<file path="config.mk">
export PLATFORM = sky130hd
export DESIGN_NAME = adc_rd_ctrl
export DESIGN_NICKNAME = d
export VERILOG_FILES = /design/src/rtl/adc_rd_pkg.sv /design/src/rtl/adc_rd_timer.sv /design/src/rtl/adc_rd_shifter.sv /design/src/rtl/adc_rd_ctrl.sv
export SDC_FILE = /design/constraint.sdc
export NUM_CORES = 1
export LEC_CHECK = 0
export ABC_AREA = 0
export BUFFER_PORTS_ARGS = -buffer_cell sky130_fd_sc_hd__buf_2
export CORE_ASPECT_RATIO = 0.7
export CORE_UTILIZATION = 55
export DETAILED_ROUTE_END_ITERATION = 6
export GPL_ROUTABILITY_DRIVEN = 0
export PLACE_DENSITY = 0.85
export SLEW_MARGIN = 30
export SYNTH_ARGS = -nofsm -noshare
export SYNTH_HDL_FRONTEND = slang
export SYNTH_SLANG_ARGS = --single-unit
export TNS_END_PERCENT = 50
</file>
<file path="constraint.sdc">
create_clock -name clk -period 2.6 [get_ports clk]
set_input_delay 0.26 -clock clk [delete_from_list [all_inputs] [get_ports clk]]
set_output_delay 0.26 -clock clk [all_outputs]
set_load 0.005 [all_outputs]
</file>
<file path="src/rtl/adc_rd_pkg.sv">
package adc_rd_pkg;

    typedef enum logic [2:0] {
        ST_IDLE,
        ST_PULSE,
        ST_CONVERT,
        ST_CS_SETUP,
        ST_CLK_LOW,
        ST_CLK_HIGH,
        ST_QUIET
    } rd_state_e;

    // whole cycles covering a minimum time, never fewer than one
    function automatic int cycles_for(input int ns, input int period_ns);
        int c;
        c = (ns + period_ns - 1) / period_ns;
        return (c < 1) ? 1 : c;
    endfunction

    function automatic int max2(input int a, input int b);
        return (a > b) ? a : b;
    endfunction

endpackage

</file>
<file path="src/rtl/adc_rd_timer.sv">
module adc_rd_timer #(
    parameter int CNT_W = 8
) (
    input  logic             clk,
    input  logic             rst,
    input  logic             load,
    input  logic [CNT_W-1:0] load_val,
    output logic             expired
);
    logic [CNT_W-1:0] cnt_q;

    always_ff @(posedge clk) begin
        if (rst)
            cnt_q <= '0;
        else if (load)
            cnt_q <= load_val;
        else if (cnt_q != '0)
            cnt_q <= cnt_q - 1'b1;
    end

    assign expired = (cnt_q == '0);

    AST_TMR_NO_WRAP: assert property (@(posedge clk) disable iff (rst)
        (expired && !load) |=> expired);

endmodule

</file>
<file path="src/rtl/adc_rd_shifter.sv">
module adc_rd_shifter #(
    parameter int DATA_W = 12
) (
    input  logic              clk,
    input  logic              rst,
    input  logic              shift_en,
    input  logic              last_bit,
    input  logic              sdi,
    output logic [DATA_W-1:0] result,
    output logic              result_valid
);
    logic [DATA_W-1:0] sh_q;
    logic [DATA_W-1:0] sh_next;

    assign sh_next = {sh_q[DATA_W-2:0], sdi};

    always_ff @(posedge clk) begin
        if (rst) begin
            sh_q         <= '0;
            result       <= '0;
            result_valid <= 1'b0;
        end else begin
            result_valid <= shift_en && last_bit;
            if (shift_en)
                sh_q <= sh_next;
            if (shift_en && last_bit)
                result <= sh_next;
        end
    end

    AST_VALID_SINGLE: assert property (@(posedge clk) disable iff (rst)
        result_valid |=> !result_valid);

    AST_RESULT_HELD: assert property (@(posedge clk) disable iff (rst)
        !result_valid |-> $stable(result));

endmodule

</file>
<file path="src/rtl/adc_rd_ctrl.sv">
module adc_rd_ctrl
    import adc_rd_pkg::*;
#(
    parameter int DATA_W        = 12,
    parameter int CLK_PERIOD_NS = 10,
    parameter int T_PULSE_NS    = 10,
    parameter int T_CONV_NS     = 650,
    parameter int T_CSEN_NS     = 18,
    parameter int T_PHASE_NS    = 10,
    parameter int T_QUIET_NS    = 50
) (
    input  logic              clk,
    input  logic              rst,
    input  logic              start,
    output logic              ready,
    output logic [DATA_W-1:0] result,
    output logic              result_valid,
    output logic              adc_convst,
    output logic              adc_cs_n,
    output logic              adc_sclk,
    input  logic              adc_sdi
);
    localparam int N_PULSE = cycles_for(T_PULSE_NS, CLK_PERIOD_NS);
    localparam int N_CONV  = cycles_for(T_CONV_NS,  CLK_PERIOD_NS);
    localparam int N_CSEN  = cycles_for(T_CSEN_NS,  CLK_PERIOD_NS);
    localparam int N_PHASE = cycles_for(T_PHASE_NS, CLK_PERIOD_NS);
    localparam int N_QUIET = cycles_for(T_QUIET_NS, CLK_PERIOD_NS);
    localparam int N_MAX   = max2(max2(N_PULSE, N_CONV), max2(max2(N_CSEN, N_PHASE), N_QUIET));
    localparam int CNT_W   = $clog2(N_MAX + 1);
    localparam int BIT_W   = $clog2(DATA_W);

    rd_state_e        state_q, state_d;
    logic             tmr_load, tmr_done;
    logic [CNT_W-1:0] tmr_val;
    logic [BIT_W-1:0] bit_q;
    logic             last_bit, sample;

    assign last_bit = (bit_q == BIT_W'(DATA_W - 1));

    adc_rd_timer #(.CNT_W(CNT_W)) tmr_i (
        .clk      (clk),
        .rst      (rst),
        .load     (tmr_load),
        .load_val (tmr_val),
        .expired  (tmr_done)
    );

    // next state, timer reload and sampling decision
    always_comb begin
        state_d  = state_q;
        tmr_load = 1'b0;
        tmr_val  = '0;
        sample   = 1'b0;
        unique case (state_q)
            ST_IDLE: if (start) begin
                state_d  = ST_PULSE;
                tmr_load = 1'b1;
                tmr_val  = CNT_W'(N_PULSE - 1);
            end
            ST_PULSE: if (tmr_done) begin
                state_d  = ST_CONVERT;
                tmr_load = 1'b1;
                tmr_val  = CNT_W'(N_CONV - 1);
            end
            ST_CONVERT: if (tmr_done) begin
                state_d  = ST_CS_SETUP;
                tmr_load = 1'b1;
                tmr_val  = CNT_W'(N_CSEN - 1);
            end
            ST_CS_SETUP: if (tmr_done) begin
                state_d  = ST_CLK_LOW;
                tmr_load = 1'b1;
                tmr_val  = CNT_W'(N_PHASE - 1);
            end
            ST_CLK_LOW: if (tmr_done) begin
                state_d  = ST_CLK_HIGH;
                tmr_load = 1'b1;
                tmr_val  = CNT_W'(N_PHASE - 1);
                sample   = 1'b1;
            end
            ST_CLK_HIGH: if (tmr_done) begin
                tmr_load = 1'b1;
                if (last_bit) begin
                    state_d = ST_QUIET;
                    tmr_val = CNT_W'(N_QUIET - 1);
                end else begin
                    state_d = ST_CLK_LOW;
                    tmr_val = CNT_W'(N_PHASE - 1);
                end
            end
            ST_QUIET: if (tmr_done) state_d = ST_IDLE;
            default: state_d = ST_IDLE;
        endcase
    end

    // state register and bit index
    always_ff @(posedge clk) begin
        if (rst) begin
            state_q <= ST_IDLE;
            bit_q   <= '0;
        end else begin
            state_q <= state_d;
            if (state_q == ST_CS_SETUP)
                bit_q <= '0;
            else if (state_q == ST_CLK_HIGH && tmr_done && !last_bit)
                bit_q <= bit_q + 1'b1;
        end
    end

    // registered pin outputs, decoded from the next state
    always_ff @(posedge clk) begin
        if (rst) begin
            ready      <= 1'b1;
            adc_convst <= 1'b0;
            adc_cs_n   <= 1'b1;
            adc_sclk   <= 1'b0;
        end else begin
            ready      <= (state_d == ST_IDLE);
            adc_convst <= (state_d == ST_PULSE);
            adc_cs_n   <= !(state_d inside {ST_CS_SETUP, ST_CLK_LOW, ST_CLK_HIGH});
            adc_sclk   <= (state_d == ST_CLK_HIGH);
        end
    end

    adc_rd_shifter #(.DATA_W(DATA_W)) shf_i (
        .clk          (clk),
        .rst          (rst),
        .shift_en     (sample),
        .last_bit     (last_bit),
        .sdi          (adc_sdi),
        .result       (result),
        .result_valid (result_valid)
    );

    AST_SCLK_IN_CS: assert property (@(posedge clk) disable iff (rst)
        adc_sclk |-> !adc_cs_n);

    AST_CONVST_NO_CS: assert property (@(posedge clk) disable iff (rst)
        adc_convst |-> adc_cs_n && !adc_sclk);

    AST_READY_QUIET_PINS: assert property (@(posedge clk) disable iff (rst)
        ready |-> adc_cs_n && !adc_sclk && !adc_convst);

    AST_PULSE_FROM_IDLE: assert property (@(posedge clk) disable iff (rst)
        $rose(adc_convst) |-> $past(ready));

    AST_VALID_IN_READ: assert property (@(posedge clk) disable iff (rst)
        result_valid |-> !adc_cs_n && adc_sclk);

endmodule

</file>
# After elaboration in Yosys (flattened, before gate mapping)
# Cells that the tools add are included.
# word_totals
out_inout_bits	17
input_bits	4
elab_cells	56
regBits	42
# classes
n_eq_ne	11
n_addsub	2
muxes	20
reduce_logical	13
# op_table
op	n
$mux 3	9
$mux 7	3
$pmux 3 s7	1
$pmux 7 s3	1
$eq 3x3->1 const B	5
$eq 3x2->1 const B	3
$logic_not 7->1	1
$reduce_bool 7->1	1
$sub 7x1->7 const B	1
$eq 3x1->1 const B	2
$logic_not 3->1	2
$reduce_or 5->1	1
$add 4x1->4 const B	1
$eq 4x4->1 const B	1
$mux 1	4
$logic_and 1x1->1	3
$reduce_bool 3->1	1
$logic_not 1->1	2
$mux 2	1
$pmux 1 s2	1
$reduce_bool 2->1	1
$reduce_or 2->1	1

# Depth between registers and ports, before layout
# Gate-level depths: netlist of run 1.
# depth
depth_word	7
ltp_mapped	7
mapped_depth_nobuf	6

# Modules after synthesis
# A second synthesis of run 1 with hierarchy kept.
# hier_totals
hier_cells	208
area_unflattened_um2	1984.4
# by_module_without_submodules
module	area_per_inst_um2	cells_each	seq_area_each_um2	n_inst
adc_rd_shifter	989.7	93	480.5	1
adc_rd_ctrl	595.6	68	220.2	1
adc_rd_timer	399.1	47	140.1	1

# Worst setup path after synthesis of run 1
# Ideal clock, no wire load.
# synth_timing
path_type	reg2reg
startpoint	register tmr_i.cnt_q[0]
endpoint	register bit_q[2]
path_buffers	0
arrival_time_ps	1737
t_required_ps	2485
stages_incl_launch_ff	7
synth_period_minus_slack_ps	1851
setup_time_ps	115
setup_slack_ps	749
path_cell_list	dfxtp_1 > inv_1 > ha_1 > or3b_1 > or4_4 > mux2i_1 > nor2_1
# synth_via
elab_chain_cells	3
# synth_rtl
item	line_no	source
from (decl)	adc_rd_timer.sv:10	logic [CNT_W-1:0] cnt_q;
from (signal assigned)	adc_rd_timer.sv:16	cnt_q <= load_val;
from (signal assigned)	adc_rd_timer.sv:18	cnt_q <= cnt_q - 1'b1;
$logic_not 7->1	adc_rd_timer.sv:21	assign expired = (cnt_q == '0);
$logic_and 1x1->1 (2 in a row)	adc_rd_ctrl.sv:105	else if (state_q == ST_CLK_HIGH && tmr_done && !last_bit)
to (signal assigned)	adc_rd_ctrl.sv:106	bit_q <= bit_q + 1'b1;
to (decl)	adc_rd_ctrl.sv:35	logic [BIT_W-1:0] bit_q;
# Every way passes these cells.
# A chain may end at the register's enable or synchronous reset.

# Final worst setup path of run 1
# layout_timing
startpoint	register tmr_i.cnt_q[0]
endpoint	register shf_i.result_valid
# layout_via
elab_chain_cells	4
# layout_rtl
item	line_no	source
$logic_not 7->1	adc_rd_timer.sv:21	
$mux 1	adc_rd_ctrl.sv:75	ST_CLK_LOW: if (tmr_done) begin
$mux 1	adc_rd_ctrl.sv:54	unique case (state_q)
$logic_and 1x1->1	adc_rd_shifter.sv:23	result_valid <= shift_en && last_bit;
to (signal assigned)	adc_rd_shifter.sv:23	
to (decl)	adc_rd_shifter.sv:10	output logic result_valid
# Every way passes these cells.

==> flow_metrics.tcl, run 1 <==
set metrics [dict create \
    period_minus_slack_ps 2042 \
    finalMaxSlewViolations 0 \
    total_power_uw 2124 \
    crit_path_end_kind "flop" \
    vdd_drop_max_v 0.0005812 \
    ys_warn_count 0 \
    swShare_pct 41.82 \
    p_per_area_nw_per_um2 1054 \
    final_cell_mix "dfxtp_1, nor2_1, nand2_1, buf_2, a21oi_1" \
    maxCapViolations 0 \
    antenna_found_initial 0 \
    slowest_delay_ps 560 \
    p_int_uw 1236 \
    fp.dieW_um 70.53 \
    critPathArrivalTime_ps 2270 \
    worstSetupPathType "flop to flop" \
    synth_cells 205 \
    synth_top_cell_area_share_pct 46.51 \
    wire_per_inst_um 13.92 \
    clock_latency_ps 290 \
    final_layout_size_suffix_gt1_share_pct 16.52 \
    seq_power_share_pct 40.4 \
    yosys_most_used_dff "dfxtp_1" \
    synth_edf_count 0 \
    drc_errors 8 \
    crit_chain "inv_1, ha_1, nor3b_4, nand2_1, or4_1, nor2_1" \
    layout_commonest_cell "dfxtp_1" \
    cts_buffer_depth 2 \
    grt_max_degree 35 \
    drtAntennaViolNets 0 \
    start_kind "flop" \
    vias 1487 \
    p_switching_uw 888.3 \
    cp_max_fo 8 \
    violations "design-rule violations" \
    ys_seq_area_share_pct 46.51 \
    path_clk_slew_ps 80 \
    critPathRequiredTime_ps 2830 \
    fp.dieH_um 49.97 \
    fin_setup_tns_ps 0 \
    setup_violations 0 \
    synth_area_leaders "dfxtp_1, mux2i_1, nor2_1" \
    ioPinCount 21 \
    antennaDiodeCount 0 \
    cts_hold_buffers 0 \
    via_per_inst 5.676 \
    yosysUniqueCellTypes 41 \
    status "finished, violations left" \
    grt_usage_pct 22.88 \
    dieArea_um2 3524 \
    overflow 0 \
    area_growth_pct 11.49 \
    async_flop_share_pct 0 \
    hp-class "primary input to flop" \
    start_util_pct 57.43 \
    hold_viol 0 \
    pwr-share-comb_pct 40.3 \
    rsz0062_at_grt "no" \
    io_buffers 20 \
    cp_slowest_cell "or4_1" \
    cts_sinks 42 \
    post_cts_resized 0 \
    root_buffer "clkbuf_8" \
    relSlewSlack_pct 60.90 \
    nets 229 \
    fin_util_pct 64.03 \
    cts_max_level 2 \
    cts_tree "done" \
    grt_pass1_vias 1330 \
    drt-initial-drc-count 138 \
    rows 17 \
    first_pass_iters 7 \
    hpwl_um 2401 \
    numCtsBuffers 5 \
    core_area_um2 3148 \
    tightest_slew_ps 586.5 \
    fmax_mhz 489.8 \
    finalCritPeriodShare_pct 78.52 \
    p_clk_share_pct 19.2 \
    synth.ff_latch_count 42 \
    postCtsSetupRepairBufs 0 \
    grt_pass1_wl_um 6175 \
    num-fill-cells 265 \
    syn_area_um2 1808 \
    syn_avg_cell_area_um2 8.819 \
    p_leak_uw 0.0008552 \
    synth_nets 211 \
    synth_top_area_cell "dfxtp_1" \
    fin_skew_ps 8.535 \
    routed_wl_um 3648 \
]
flip-flops by register name, summed over array words and instances (netlist names):
| signal | flops |
|---|---|
| adc_sclk | 1 |
| shf_i.result | 12 |
| adc_cs_n | 1 |
| shf_i.sh_q | 11 |
| ready | 1 |
| tmr_i.cnt_q | 7 |
| state_q | 3 |
| bit_q | 4 |
| shf_i.result_valid | 1 |
| adc_convst | 1 |
final cells by class:
cell class | count | area (µm²) | share of cell area [%]
Inverter | 4 | 15.01 | 0.7449
Multi-Input combinational cell | 147 | 903.4 | 44.82
Timing Repair Buffer | 23 | 122.6 | 6.083
Clock inverter | 2 | 13.76 | 0.6828
Clock buffer | 6 | 72.57 | 3.600
Tap cell | 38 | 47.55 | 2.359
Sequential cell | 42 | 840.8 | 41.71
metrics by stage:
stage | instance area [µm²] | instances | hold WS (ps) | worst slack (ps)
after detailed placement | 1929 | 254 | 450.0 | 667.8
final | 2016 | 262 | 246.1 | 558.5
after global routing | 2016 | 262 | 242.6 | 473.4
after floorplan | 1808 | 205 | 403.9 | 748.6
after CTS | 2016 | 262 | 242.6 | 603.7
after global placement | 1929 | 254 | 445.7 | 690.9
cell usage after synthesis, types with 3 or more instances:
| library cell | count |
|---|---|
| nand3_1 | 14 |
| nor4_1 | 3 |
| a21oi_1 | 18 |
| mux2i_1 | 14 |
| dfxtp_1 | 42 |
| xnor2_1 | 6 |
| buf_2 | 3 |
| nand2_1 | 20 |
| clkbuf_1 | 8 |
| nor3_1 | 3 |
| nand3b_1 | 3 |
| inv_1 | 4 |
| nor2_1 | 31 |
critical path, delay by kind of cell, from the launching register on:
kind                       cells  cell delay, ps
buffers and inverters          1              80
adders and majority gates      1             250
DFF                            1             340
and+or+nand+nor                4            1310
power groups by stage:
stage / combinational (µW) / sequential [µW] / clock [µW]
floorplan: 691 / 813 / 0
global placement: 798 / 865 / 0
detailed placement: 820 / 869 / 0
CTS: 842 / 854 / 415
global route: 927 / 872 / 442
finish: 856 / 859 / 409
cell families after synthesis:
family | after synthesis | share of synthesized area (%)
AO/OA/AOI/OAI | 32 | 10.87
XOR/XNOR | 6 | 2.907
adder cells (fa/ha/maj) | 3 | 1.938
buffers and inverters | 16 | 3.529
flip-flops | 42 | 46.51
multiplexers | 14 | 7.751
AND/OR/NAND/NOR | 92 | 26.51
metal layers:
layer | GRT usage [%] | vias up | wire length (µm) | part of all wire (%)
met5 | 0 | - | 0 | 0
met4 | 8.163 | 0 | 45 | 1.2
met3 | 6.135 | 6 | 209 | 5.7
met2 | 35.28 | 49 | 1553 | 43
met1 | 30.85 | 678 | 1840 | 50
li1 | - | 754 | - | -
worst paths after layout:
path / from / endpoint / slack, ps / depth (start not counted)
min: adc_sdi / shf_i.result[0]$_SDFFE_PP0P_ / 250 / 3
min reg2reg: shf_i.sh_q[5]$_SDFFE_PP0P_ / shf_i.sh_q[5]$_SDFFE_PP0P_ / 480 / 2
max: tmr_i.cnt_q[0]$_SDFFE_PP0P_ / shf_i.result_valid$_SDFF_PP0_ / 560 / 6
max reg2reg: tmr_i.cnt_q[0]$_SDFFE_PP0P_ / shf_i.result_valid$_SDFF_PP0_ / 560 / 6
No activity file was read; power rests on OpenSTA's default activity.
==> inputs of run 2 (changes only) <==
--- a/config.mk
+++ b/config.mk
@@ -8,10 +8,10 @@
 export ABC_AREA = 0
 export BUFFER_PORTS_ARGS = -buffer_cell sky130_fd_sc_hd__buf_2
 export CORE_ASPECT_RATIO = 0.7
-export CORE_UTILIZATION = 55
+export CORE_UTILIZATION = 51
 export DETAILED_ROUTE_END_ITERATION = 6
 export GPL_ROUTABILITY_DRIVEN = 0
-export PLACE_DENSITY = 0.85
+export PLACE_DENSITY = 0.83
 export SLEW_MARGIN = 30
 export SYNTH_ARGS = -nofsm -noshare
 export SYNTH_HDL_FRONTEND = slang
==> constraint.sdc (replaced) <==
create_clock -name clk -period 1.75 [get_ports clk]
set_input_delay 0.175 -clock clk [delete_from_list [all_inputs] [get_ports clk]]
set_output_delay 0.175 -clock clk [all_outputs]
set_load 0.005 [all_outputs]
==> run 2 against run 1 <==
Compared with the run above: the flow finishes with violations (negative setup slack); clock-buffer cell count unchanged; hold slack lost 86 ps; wire length increased by 18%; cell count up 12%; clock skew rose by 0.77 ps; clock power rose by 60%; core utilization is 5.6 points higher; sequential share of layout area down 4.5 points; critical path depth is the same; sequential cell count stayed put; die area increased by 7.6%; via count rose by 7.9%; largest power group is now combinational cells.
==> flow_metrics.tcl, run 2 (synthesis gave the netlist of run 1 again) <==
set metrics [dict create \
    setup_slack_ps -9.262 \
    hold_viol 0 \
    wl_met3_um 234 \
    maxCapViolations 0 \
    cts_sinks 42 \
    ioPinCount 21 \
    grt_pass1_wl_um 6782 \
    rows 17 \
    wl_met1_um 2095 \
    largest_reg_flops 12 \
    num-fill-cells 266 \
    hpwl_um 2956 \
    fin_setup_tns_ps -9.262 \
    setup_violations 1 \
    fmax_mhz 568.4 \
    tightest_slew_ps 609.4 \
    finalCritPeriodShare_pct 100.5 \
    hp-class "primary input to flop" \
    antennaDiodeCount 0 \
    fin_area_um2 2267 \
    seq_area_um2 843.3 \
    fp.dieH_um 51.82 \
    cts_max_level 2 \
    numCtsBuffers 5 \
    postCtsSetupRepairBufs 0 \
    start_util_pct 55.56 \
    hold_path_depth 3 \
    cts_tree "done" \
    top_register "shf_i.result" \
    placed_area_um2 2133 \
    grt_pass1_vias 1457 \
    critPathRequiredTime_ps 1940 \
    crit_path_end_kind "flop" \
    p_per_area_nw_per_um2 1673 \
    drt-initial-drc-count 151 \
    crit_path_start "tmr_i.cnt_q[0]$_SDFFE_PP0P_" \
    layout_commonest_cell "dfxtp_1" \
    root_buffer "clkbuf_8" \
    status "finished, violations left" \
    fin_skew_ps 9.301 \
    p_leak_uw 0.0009772 \
    routed_wl_um 4300 \
    finalMaxSlewViolations 0 \
    first_pass_iters 5 \
    overflow 0 \
    multi_input_area_um2 954.7 \
    dr.max_layer_used "met4" \
    period_minus_slack_ps 1759 \
    vdd_drop_max_v 0.001419 \
    reg2reg_from "tmr_i.cnt_q[0]$_SDFFE_PP0P_" \
    cp_max_fo 4 \
    worstSetupPathType "flop to flop" \
    antenna_found_initial 0 \
    fp.dieW_um 73.17 \
    dieArea_um2 3791 \
    cts_hold_buffers 0 \
    nets 251 \
    area_growth_pct 25.40 \
    drc_errors 0 \
    rr_worst_depth 6 \
    relSlewSlack_pct 58.32 \
    violations "negative setup slack" \
    grt_max_degree 15 \
    wire_per_inst_um 14.68 \
    grt_usage_pct 24.13 \
    top_regs "shf_i.result: 12 flops, shf_i.sh_q: 11 flops, tmr_i.cnt_q: 7 flops" \
    final_cell_mix "dfxtp_1, nor2_1, buf_4" \
    rsz0062_at_grt "yes" \
    clock_latency_ps 290 \
    wl_met2_um 1934 \
    io_buffers 20 \
    final_layout_size_suffix_gt1_share_pct 28.05 \
    via_per_inst 5.474 \
    start_kind "flop" \
    vias 1604 \
    core_area_um2 3254 \
    critPathArrivalTime_ps 1950 \
    drtAntennaViolNets 0 \
    min-delay-start "adc_sdi" \
    holdWs_ps 159.8 \
    cts_buffer_depth 2 \
    path_clk_slew_ps 80 \
]
[run 2: stage by stage]
step           total power (µW)  worst slack, ps  instances  util [%]
2_1_floorplan              2280            3.435        205         -
3_3_place_gp               2896            22.19        285     65.55
3_5_place_dp               2947           -24.97        285     65.55
4_1_cts                    3628            9.618        293     68.86
5_1_grt                    3994           -48.86        293     69.67
6_report                   3794           -9.262        293     69.67
[run 2: routing by layer]
metal  up-vias  GRT usage (%)
li1        800              -
met1       753          34.30
met2        46          35.49
met3         5          6.395
met4         0          7.516
met5         -              0
[run 2: where the power goes]
part | switching, µW | internal [µW] | total, µW | leakage (µW)
sequential | 109 | 1080 | 1190 | 0.000341
clock | 338 | 317 | 655 | 0.0000472
combinational | 1080 | 871 | 1950 | 0.000589
[run 2: cell type report]
type / instances / share of cell area [%]
inverter: 4 / 0.6623
clock buffer: 6 / 3.642
multi-input combinational: 147 / 42.11
clock inverter: 2 / 0.5519
sequential: 42 / 37.20
tap: 47 / 2.594
timing repair buffer: 45 / 13.25
[run 2: path summary, 6_finish.rpt]
kind,end,slack (ps)
setup / recovery,bit_q[2]$_SDFFE_PP0P_,-9
hold / removal,shf_i.result[0]$_SDFFE_PP0P_,160
setup reg to reg,bit_q[2]$_SDFFE_PP0P_,-9
hold reg to reg,shf_i.sh_q[10]$_SDFFE_PP0P_,460
[run 2: worst max-delay path, cell delays in order (launching register included)]
cell and delay [ps]:
dfxtp_2 330, inv_2 70, ha_4 130, or3b_4 420
or4_4 440, mux2i_1 210, nor2_1 70
[run 2: repair_timing]
| action | 4_1_cts | 5_1_grt |
|---|---|---|
| gates resized for setup | 3 | 6 |
| endpoints found under the setup margin | 3 | 14 |
| cloned | 0 | 0 |
| pin swaps | 1 | 1 |
==> inputs of run 3 (changes only) <==
--- a/config.mk
+++ b/config.mk
@@ -8,6 +8,7 @@
 export ABC_AREA = 0
 export BUFFER_PORTS_ARGS = -buffer_cell sky130_fd_sc_hd__buf_2
 export CORE_ASPECT_RATIO = 0.7
+export CORE_MARGIN = 5
 export CORE_UTILIZATION = 51
 export DETAILED_ROUTE_END_ITERATION = 6
 export GPL_ROUTABILITY_DRIVEN = 0
==> run 3 against run 2 <==
Compared with the run above: the run now ends clean; sequential power about the same; critical path type unchanged; critical endpoint is now bit_q[1]$_SDFFE_PP0P_; power down 2.5%; core utilization down 5.2 points; worst setup slack better by 43 ps; clock power down 1%.
==> flow_metrics.tcl, run 3 (synthesis gave the netlist of run 1 again) <==
set metrics [dict create \
    core_area_um2 3468 \
    grt_usage_pct 17.68 \
    routed_wl_um 4008 \
    vias 1606 \
    placed_area_um2 2092 \
    hp-class "primary input to flop" \
    top_regs "shf_i.result: 12 flops, shf_i.sh_q: 11 flops, tmr_i.cnt_q: 7 flops" \
    cp_slowest_cell "nor4_2" \
    fin_skew_ps 6.263 \
    finalCritPeriodShare_pct 98.05 \
    numCtsBuffers 5 \
    p_leak_uw 0.0009609 \
    drt-initial-drc-count 97 \
    start_kind "flop" \
    hpwl_um 2779 \
    crit_path_end_kind "flop" \
    path_delay_family "simple AND/OR/NAND/NOR gates" \
    antennaDiodeCount 0 \
    overflow 0 \
    cp_max_fo 3 \
    cts_buffer_depth 2 \
    dieArea_um2 4855 \
    crit_chain "inv_2, ha_4, or3b_4, nor4_2, mux2i_1, nor2_1" \
    area_growth_pct 23.74 \
    root_buffer "clkbuf_8" \
    fin_util_pct 64.50 \
    status "finished clean" \
    nets 248 \
    fp.dieW_um 81.17 \
    antenna_found_initial 0 \
    critPathBufInv 1 \
    fmax_mhz 582.8 \
    p_per_area_nw_per_um2 1654 \
    wire_per_inst_um 13.68 \
    final_layout_size_suffix_gt1_share_pct 26.75 \
    top_register "shf_i.result" \
    layout_commonest_cell "dfxtp_1" \
    via_per_inst 5.481 \
    cts_max_level 2 \
    tightest_slew_ps 563.5 \
    drtAntennaViolNets 0 \
    grt_pass1_wl_um 6479 \
    finalMaxSlewViolations 0 \
    critPathRequiredTime_ps 1950 \
    first_pass_iters 4 \
    holdWs_ps 136.2 \
    clock_latency_ps 300 \
    vdd_drop_max_v 0.0009997 \
    setup_violations 0 \
    largest_reg_flops 12 \
    cts_sinks 42 \
    final_cell_mix "dfxtp_1, nor2_1, nand2_1, buf_2, buf_4" \
    relSlewSlack_pct 61.46 \
    period_minus_slack_ps 1716 \
    slowest_delay_ps 400 \
    maxCapViolations 0 \
    ioPinCount 21 \
    grt_max_degree 20 \
    fin_area_um2 2237 \
    path_clk_slew_ps 80 \
    io_buffers 20 \
    start_util_pct 52.13 \
    drc_errors 0 \
    rows 18 \
    rsz0062_at_grt "yes" \
    worstSetupPathType "flop to flop" \
    cts_hold_buffers 0 \
    fp.dieH_um 59.82 \
    hold_viol 0 \
    critPathArrivalTime_ps 1920 \
    grt_pass1_vias 1438 \
    cts_tree "done" \
]
run 3: metrics by stage:
stage | setup TNS, ps | cells | total power [µW] | setup WS (ps)
detailed placement | -54.38 | 282 | 2849 | -50.36
floorplan | 0 | 205 | 2280 | 3.435
finish | 0 | 293 | 3700 | 34.05
global placement | -8.054 | 282 | 2811 | -8.054
CTS | 0 | 293 | 3567 | 22.93
global route | -140.0 | 293 | 3922 | -67.89
run 3: layer usage:
| metal | routed length, µm | vias up | GRT usage, % | share of wire, % |
|---|---|---|---|---|
| li1 | - | 795 | - | - |
| met1 | 1935 | 756 | 23.30 | 48 |
| met2 | 1825 | 51 | 27.13 | 46 |
| met3 | 206 | 4 | 6.325 | 5.1 |
| met4 | 40 | 0 | 5.542 | 1.0 |
| met5 | 0 | - | 0 | 0 |
run 3: power by group:
part	total [µW]	leakage [µW]	switching (µW)	internal (µW)
clock network	647	0.0000447	359	288
registers	1200	0.000341	122	1080
logic	1850	0.000575	992	860
total	3700	0.000961	1470	2230
run 3: worst register-to-register path: stages (launching register included):
cell	delay [ps]
dfxtp_2	340
inv_2	70
ha_4	130
or3b_4	390
nor4_2	400
mux2i_1	230
nor2_1	50
run 3: final cells by class:
type	instances	area, µm²
clock buffer	5	68.82
timing repair buffer	42	281.5
multi-input combinational	147	940.9
clock inverter	3	25.02
sequential	42	843.3
inverter	4	15.01
fill	291	1231
tap	50	62.56
run 3: timing repair:
action | in CTS | in global routing
endpoints found under the hold margin | 0 | 0
buffers inserted | 3 | 0
pin swaps | 2 | 0
setup endpoints to repair | 2 | 17
gates resized for setup | 2 | 6
run 3: final timing paths:
check                              start  slack, ps                      endpoint  depth (start not counted)
min reg2reg  shf_i.sh_q[10]$_SDFFE_PP0P_        470   shf_i.sh_q[10]$_SDFFE_PP0P_                          2
min                              adc_sdi        140  shf_i.result[0]$_SDFFE_PP0P_                          3
max          tmr_i.cnt_q[0]$_SDFFE_PP0P_         30         bit_q[1]$_SDFFE_PP0P_                          6
max reg2reg  tmr_i.cnt_q[0]$_SDFFE_PP0P_         30         bit_q[1]$_SDFFE_PP0P_                          6
